$ cat src/rtl/sat_pkg.sv
package sat_pkg;
    typedef enum logic [1:0] {
        MODE_WRAP       = 2'b00,
        MODE_CLIP31     = 2'b01,
        MODE_CLIP39     = 2'b10,
        MODE_CLIP39_ALT = 2'b11
    } sat_mode_e;

    localparam int unsigned NUM_ACC = 2;
endpackage

$ cat src/rtl/sat_classify.sv
module sat_classify
    import sat_pkg::*;
#(
    parameter int unsigned ACC_W   = 40,
    parameter int unsigned GUARD_W = 8
) (
    input  logic [ACC_W-1:0] sum_i,
    input  logic             ovf_i,
    input  sat_mode_e        mode_i,
    input  logic             trap_en_i,
    output logic [ACC_W-1:0] val_o,
    output logic             set_o,
    output logic             rng_ovf_o,
    output logic             trap_o
);
    localparam int unsigned LOW_MSB = ACC_W - GUARD_W - 1;
    localparam int unsigned TOP_W   = GUARD_W + 1;

    localparam logic [ACC_W-1:0] POS_FULL = {1'b0, {(ACC_W-1){1'b1}}};
    localparam logic [ACC_W-1:0] NEG_FULL = {1'b1, {(ACC_W-1){1'b0}}};
    localparam logic [ACC_W-1:0] POS_LOW  = {{TOP_W{1'b0}}, {LOW_MSB{1'b1}}};
    localparam logic [ACC_W-1:0] NEG_LOW  = {{TOP_W{1'b1}}, {LOW_MSB{1'b0}}};

    logic [TOP_W-1:0] top_bits;
    logic             true_neg;
    logic             out_of_low;

    assign top_bits   = sum_i[ACC_W-1:LOW_MSB];
    assign true_neg   = sum_i[ACC_W-1] ^ ovf_i;
    assign out_of_low = ovf_i | ~((&top_bits) | ~(|top_bits));

    always_comb begin
        val_o     = sum_i;
        set_o     = 1'b0;
        rng_ovf_o = out_of_low;
        trap_o    = 1'b0;
        unique case (mode_i)
            MODE_WRAP: begin
                set_o  = ovf_i;
                trap_o = ovf_i & trap_en_i;
            end
            MODE_CLIP31: begin
                rng_ovf_o = 1'b0;
                if (out_of_low) begin
                    val_o = true_neg ? NEG_LOW : POS_LOW;
                    set_o = 1'b1;
                end
            end
            MODE_CLIP39, MODE_CLIP39_ALT: begin
                if (ovf_i) begin
                    val_o = true_neg ? NEG_FULL : POS_FULL;
                    set_o = 1'b1;
                end
            end
        endcase
    end
endmodule

$ cat src/rtl/sat_slot.sv
module sat_slot #(
    parameter int unsigned ACC_W = 40
) (
    input  logic             clk,
    input  logic             rst_n,
    input  logic             wr_i,
    input  logic [ACC_W-1:0] val_i,
    input  logic             rng_ovf_i,
    input  logic             set_i,
    input  logic             clr_i,
    output logic [ACC_W-1:0] acc_o,
    output logic             ovf_o,
    output logic             sticky_o
);
    always_ff @(posedge clk) begin
        if (!rst_n) begin
            acc_o    <= '0;
            ovf_o    <= 1'b0;
            sticky_o <= 1'b0;
        end else begin
            if (wr_i) begin
                acc_o <= val_i;
                ovf_o <= rng_ovf_i;
            end
            if (wr_i && set_i) begin
                sticky_o <= 1'b1;
            end else if (clr_i) begin
                sticky_o <= 1'b0;
            end
        end
    end
endmodule

$ cat src/rtl/dual_acc_sat.sv
module dual_acc_sat
    import sat_pkg::*;
#(
    parameter int unsigned ACC_W   = 40,
    parameter int unsigned GUARD_W = 8
) (
    input  logic             clk,
    input  logic             rst_n,
    input  logic             wr_en_i,
    input  logic             sel_b_i,
    input  logic [ACC_W-1:0] sum_i,
    input  logic             ovf39_i,
    input  logic [1:0]       mode_i,
    input  logic             trap_en_i,
    input  logic             clr_sa_i,
    input  logic             clr_sb_i,
    output logic [ACC_W-1:0] acc_a_o,
    output logic [ACC_W-1:0] acc_b_o,
    output logic             oa_o,
    output logic             ob_o,
    output logic             sa_o,
    output logic             sb_o,
    output logic             oab_o,
    output logic             sab_o,
    output logic             trap_o
);
    logic [ACC_W-1:0]   new_val;
    logic               new_set;
    logic               new_rng;
    logic               new_trap;
    logic [NUM_ACC-1:0] wr_vec;
    logic [NUM_ACC-1:0] clr_vec;
    logic [NUM_ACC-1:0] ovf_vec;
    logic [NUM_ACC-1:0] stk_vec;
    logic [ACC_W-1:0]   acc_q [NUM_ACC];

    sat_classify #(.ACC_W(ACC_W), .GUARD_W(GUARD_W)) i_classify (
        .sum_i     (sum_i),
        .ovf_i     (ovf39_i),
        .mode_i    (sat_mode_e'(mode_i)),
        .trap_en_i (trap_en_i),
        .val_o     (new_val),
        .set_o     (new_set),
        .rng_ovf_o (new_rng),
        .trap_o    (new_trap)
    );

    assign clr_vec = {clr_sb_i, clr_sa_i};

    for (genvar k = 0; k < NUM_ACC; k++) begin : g_slot
        assign wr_vec[k] = wr_en_i && (sel_b_i == k[0]);
        sat_slot #(.ACC_W(ACC_W)) i_slot (
            .clk       (clk),
            .rst_n     (rst_n),
            .wr_i      (wr_vec[k]),
            .val_i     (new_val),
            .rng_ovf_i (new_rng),
            .set_i     (new_set),
            .clr_i     (clr_vec[k]),
            .acc_o     (acc_q[k]),
            .ovf_o     (ovf_vec[k]),
            .sticky_o  (stk_vec[k])
        );
    end

    always_ff @(posedge clk) begin
        if (!rst_n) trap_o <= 1'b0;
        else        trap_o <= wr_en_i & new_trap;
    end

    assign acc_a_o = acc_q[0];
    assign acc_b_o = acc_q[1];
    assign oa_o    = ovf_vec[0];
    assign ob_o    = ovf_vec[1];
    assign sa_o    = stk_vec[0];
    assign sb_o    = stk_vec[1];
    assign oab_o   = |ovf_vec;
    assign sab_o   = |stk_vec;
endmodule

$ cat config.mk
export PLATFORM = sky130hd
export DESIGN_NAME = dual_acc_sat
export DESIGN_NICKNAME = d
export VERILOG_FILES = /design/src/rtl/sat_pkg.sv /design/src/rtl/sat_classify.sv /design/src/rtl/sat_slot.sv /design/src/rtl/dual_acc_sat.sv
export SDC_FILE = /design/constraint.sdc
export NUM_CORES = 1
export LEC_CHECK = 0
export ABC_AREA = 0
export BUFFER_PORTS_ARGS = -buffer_cell sky130_fd_sc_hd__buf_4
export CAP_MARGIN = 30
export CELL_PAD_IN_SITES_DETAIL_PLACEMENT = 1
export CELL_PAD_IN_SITES_GLOBAL_PLACEMENT = 2
export CORE_ASPECT_RATIO = 0.9
export CORE_MARGIN = 5
export CORE_UTILIZATION = 27
export CTS_CLUSTER_SIZE = 24
export DETAILED_ROUTE_END_ITERATION = 6
export PLACE_DENSITY = 0.77
export SLEW_MARGIN = 20
export SYNTH_ARGS = -nofsm -noshare
export SYNTH_HDL_FRONTEND = slang
export SYNTH_SLANG_ARGS = --single-unit
$ cat constraint.sdc
create_clock -name clk -period 1.9 [get_ports clk]
set_input_delay 0.19 -clock clk [delete_from_list [all_inputs] [get_ports clk]]
set_output_delay 0.19 -clock clk [all_outputs]
set_load 0.005 [all_outputs]
==> run summary <==
STATUS
-------------------------------------------------------------------------------------
Run status                                                               complete, no violations

LOGIC SYNTHESIS
-------------------------------------------------------------------------------------
Area share of the largest cell type after synthesis                             50.1%
Syn_nets                                                                          420
Most common flop cell mapped by yosys                                         dfxtp_1
Compound-cell area share of the yosys netlist                                   18.3%
Number of synthesized flops with an enable pin                                      0
Top post-synthesis cells by area                                         dfxtp_1 (50%), o311a_1 (8.8%), or2_2 (5.9%), nor4_1 (5.5%), nor3_1 (4.6%)
Total of warnings raised by yosys                                                   0
Commonest cells in the netlist                                           dfxtp_1 (85), nor2_1 (37), or2_2 (32), nor3_1 (31)
Combinational family with the most area after synthesis                  simple AND/OR/NAND/NOR gates
Cell count after synthesis                                                        370
Cell taking the most area after synthesis                                     dfxtp_1
Sequential fraction of the synthesis area                                       50.1%
Count of state elements after synthesis                                            85
Share of synthesized registers carrying an async set or reset                      0%
Fraction of synthesized cell area in xor and xnor cells                        0.258%
Synthesized-area fraction occupied by and/or/nand/nor cells                     26.3%
Portion of netlist area occupied by mux cells                                      0%
Synthesized cell area                                                     0.00340 mm²
Unique cell type count in the Yosys netlist                                        31
Leading cell type by number of instances after synthesis                      dfxtp_1
Average cell area after synthesis                                            9.18 µm²
Adder and majority gate portion of the synthesized area                            0%

CELLS AND AREA
-------------------------------------------------------------------------------------
Layout Utilization                                                              39.9%
Fraction of layout cells with a size suffix above 1                             40.2%
Count of antenna diodes in the layout                                               0
Fillers                                                                         1,458
Area delta synth->final                                                         42.9%
Area used by multi-input combinational logic                              0.00154 mm²
Register Area                                                             0.00170 mm²
Nets@finish                                                                       543

TIMING
-------------------------------------------------------------------------------------
Fin Clk Skew                                                                     0 ps
Final setup violation count                                                         0
Final Max Tran Viols                                                                0
Time the final worst path needs with I/O delays and setup                     1360 ps
Worst rel slew slack                                                            55.7%
Final count of hold timing violations                                               0
RSZ-0062 raised after global routing                                               no
Slew @ Worst Pin                                                               662 ps
Ratio of final minimum period to clock period                                   71.5%
Setup TNS after final layout                                                     0 ps
Maximum clock frequency                                                       736 MHz

FLOORPLAN
-------------------------------------------------------------------------------------
DIE AREA                                                                   0.0149 mm²
Number of top-level design ports                                                  137
Y dimension of the die                                                         116 µm
Starting density of the core                                                    27.9%
Rows                                                                               38
Area inside the core boundary                                              0.0122 mm²
Chip Width                                                                     128 µm

GRT
-------------------------------------------------------------------------------------
Antenna violations before repair                                                    0
Overall Global Routing Usage                                                    16.2%
Global route overflow                                                               0
Number of global-route vias before repair                                       3,554
Largest net degree at the start of global routing                                  61
Global-route wire length before repair                                      19,200 µm

WORST SETUP PATH
-------------------------------------------------------------------------------------
Launch point of the critical path                                           sum_i[36]
Start of the worst register-to-register path                             g_slot[1].i_slot.acc_o[19]
Worst setup EP type                                                          register
Crit path max fanout                                                               30
Arrival time at the worst endpoint                                            1580 ps
Category of the most critical setup path                                    in -> reg
Critical path startpoint category                                        primary input
Required time of the worst setup path                                         2120 ps

WORST HOLD PATH
-------------------------------------------------------------------------------------
Min-Delay Path Class                                                        in -> reg
Hold path startpoint                                                        mode_i[0]

PLACED DESIGN
-------------------------------------------------------------------------------------
Placed wire-length estimate                                                   8490 µm
GP Congestion                                                                   0.775
Count of buffers from port buffering                                              136

ROUTE
-------------------------------------------------------------------------------------
Count of routing violations after the opening detailed-route iteration            151
Detailed-route wire length                                                  11,900 µm
Count of antenna-violating nets left after detailed routing                         0
Pre-antenna DRT Iters                                                               4
Total number of vias                                                            3,289
DRC                                                                                 0
Detail-routed via count per cell                                                 5.00
Routed length per instance                                                    18.1 µm

RUN
-------------------------------------------------------------------------------------
Number of max-cap violations                                                        0

CTS
-------------------------------------------------------------------------------------
Reg clk slew, reported paths                                                    60 ps
Deepest clock path buffer count                                                     2
Number of hold buffers added after cts                                              0
Setup fix buffers added after clock tree synthesis                                  0
Total number of H-tree levels                                                       3
Number of gates resized after CTS                                                   0
Clock buffers created by TritonCTS                                                  9
TritonCTS clock tree                                                              yes
Master cell of the clock root buffer                                        clkbuf_16
Clock latency of the later-clocked register in the worst-skew pair             330 ps
Count of clock tree sinks                                                          85

PWR
-------------------------------------------------------------------------------------
P per Cell Area                                                            961 mW/mm²
Max VDD drop                                                                 0.495 mV
Leakage Power                                                                 2.16 nW

==> area by class of cell <==
cell class              count  area share [%]
clock inverters             4            1.01
repair buffers            148            23.1
flip-flops and latches     85            35.1
well taps                 160            4.12
clock buffers              12            4.87
multi-input cells         249            31.8
==> through the flow <==
stage | power (mW) | setup WS, ps | hold WS (ps) | cells | instance area, µm²
2_1_floorplan | 2.49 | 457 | 267 | 370 | 3400
3_3_place_gp | 2.99 | 241 | 408 | 642 | 4570
3_5_place_dp | 3.02 | 197 | 407 | 642 | 4570
4_1_cts | 4.76 | 555 | 56.9 | 658 | 4850
5_1_grt | 4.91 | 451 | 77.7 | 658 | 4850
6_report | 4.67 | 542 | 71.6 | 658 | 4850
==> flip-flops by register name (all words and copies together), names as in the netlist <==
signal,count
g_slot.i_slot.ovf_o,2
trap_o,1
g_slot.i_slot.sticky_o,2
g_slot.i_slot.acc_o,80
==> report_power, final <==
group	internal [mW]	switching (mW)	total (mW)	leakage [nW]
combinational	0.490	0.410	0.900	1.32
clock	1.02	0.682	1.70	0.141
sequential	1.97	0.0969	2.07	0.706
==> cells in the final DEF, fill, tap and decap left out <==
cell type  count
nand3b_1       2
a2111oi_4      1
o21ai_0       21
o21a_1         2
nand4_1        3
and2_1         1
nor4_4         2
a21oi_1       19
nand2b_1       2
bufinv_16      1
o211ai_1       1
clkbuf_1       3
dfxtp_1       85
buf_12         1
clkinv_2       2
or2_2         32
a311oi_1       1
clkinv_4       1
o22ai_1        2
nor4_1        30
nand2_1       15
nor2_4         1
a22oi_2        1
nor2b_1        3
nand3_1        5
a32o_1         1
nor2_1        36
o211a_1        2
or2_4          1
nor3_1        31
nor2b_4        1
buf_4        147
o21ai_1        1
a22o_1         1
o311a_1       30
xor2_1         1
clkbuf_16      9
==> metal layers <==
metal	share of wire (%)	GRT usage, %	vias to the layer above
met1	45	20.4	1588
met4	1.5	5.09	0
met3	8.0	5.53	12
met2	45	26.3	85
met5	0	0	-
li1	-	-	1604
==> final timing paths <==
check | to | slack, ps | cells after the start
min | trap_o | 70 | 2
min reg2reg | g_slot[0].i_slot.acc_o[9] | 490 | 2
max | g_slot[1].i_slot.acc_o[3] | 540 | 5
max reg2reg | g_slot[1].i_slot.acc_o[19] | 1050 | 2
==> cell families (layout without fill, tap and decap cells) <==
kind of cell	Yosys count	in the layout
xor gates and xnor gates	1	1
AOI/OAI and AO/OA	83	83
and+or+nand+nor	165	165
DFF	85	85
buffers and inverters	36	164
==> worst max-delay path, stage by stage <==
cell,delay (ps)
buf_4,130
nor4_4,330
a2111oi_4,140
or2_4,410
o311a_1,340
Power figures use the tool's default switching activity.
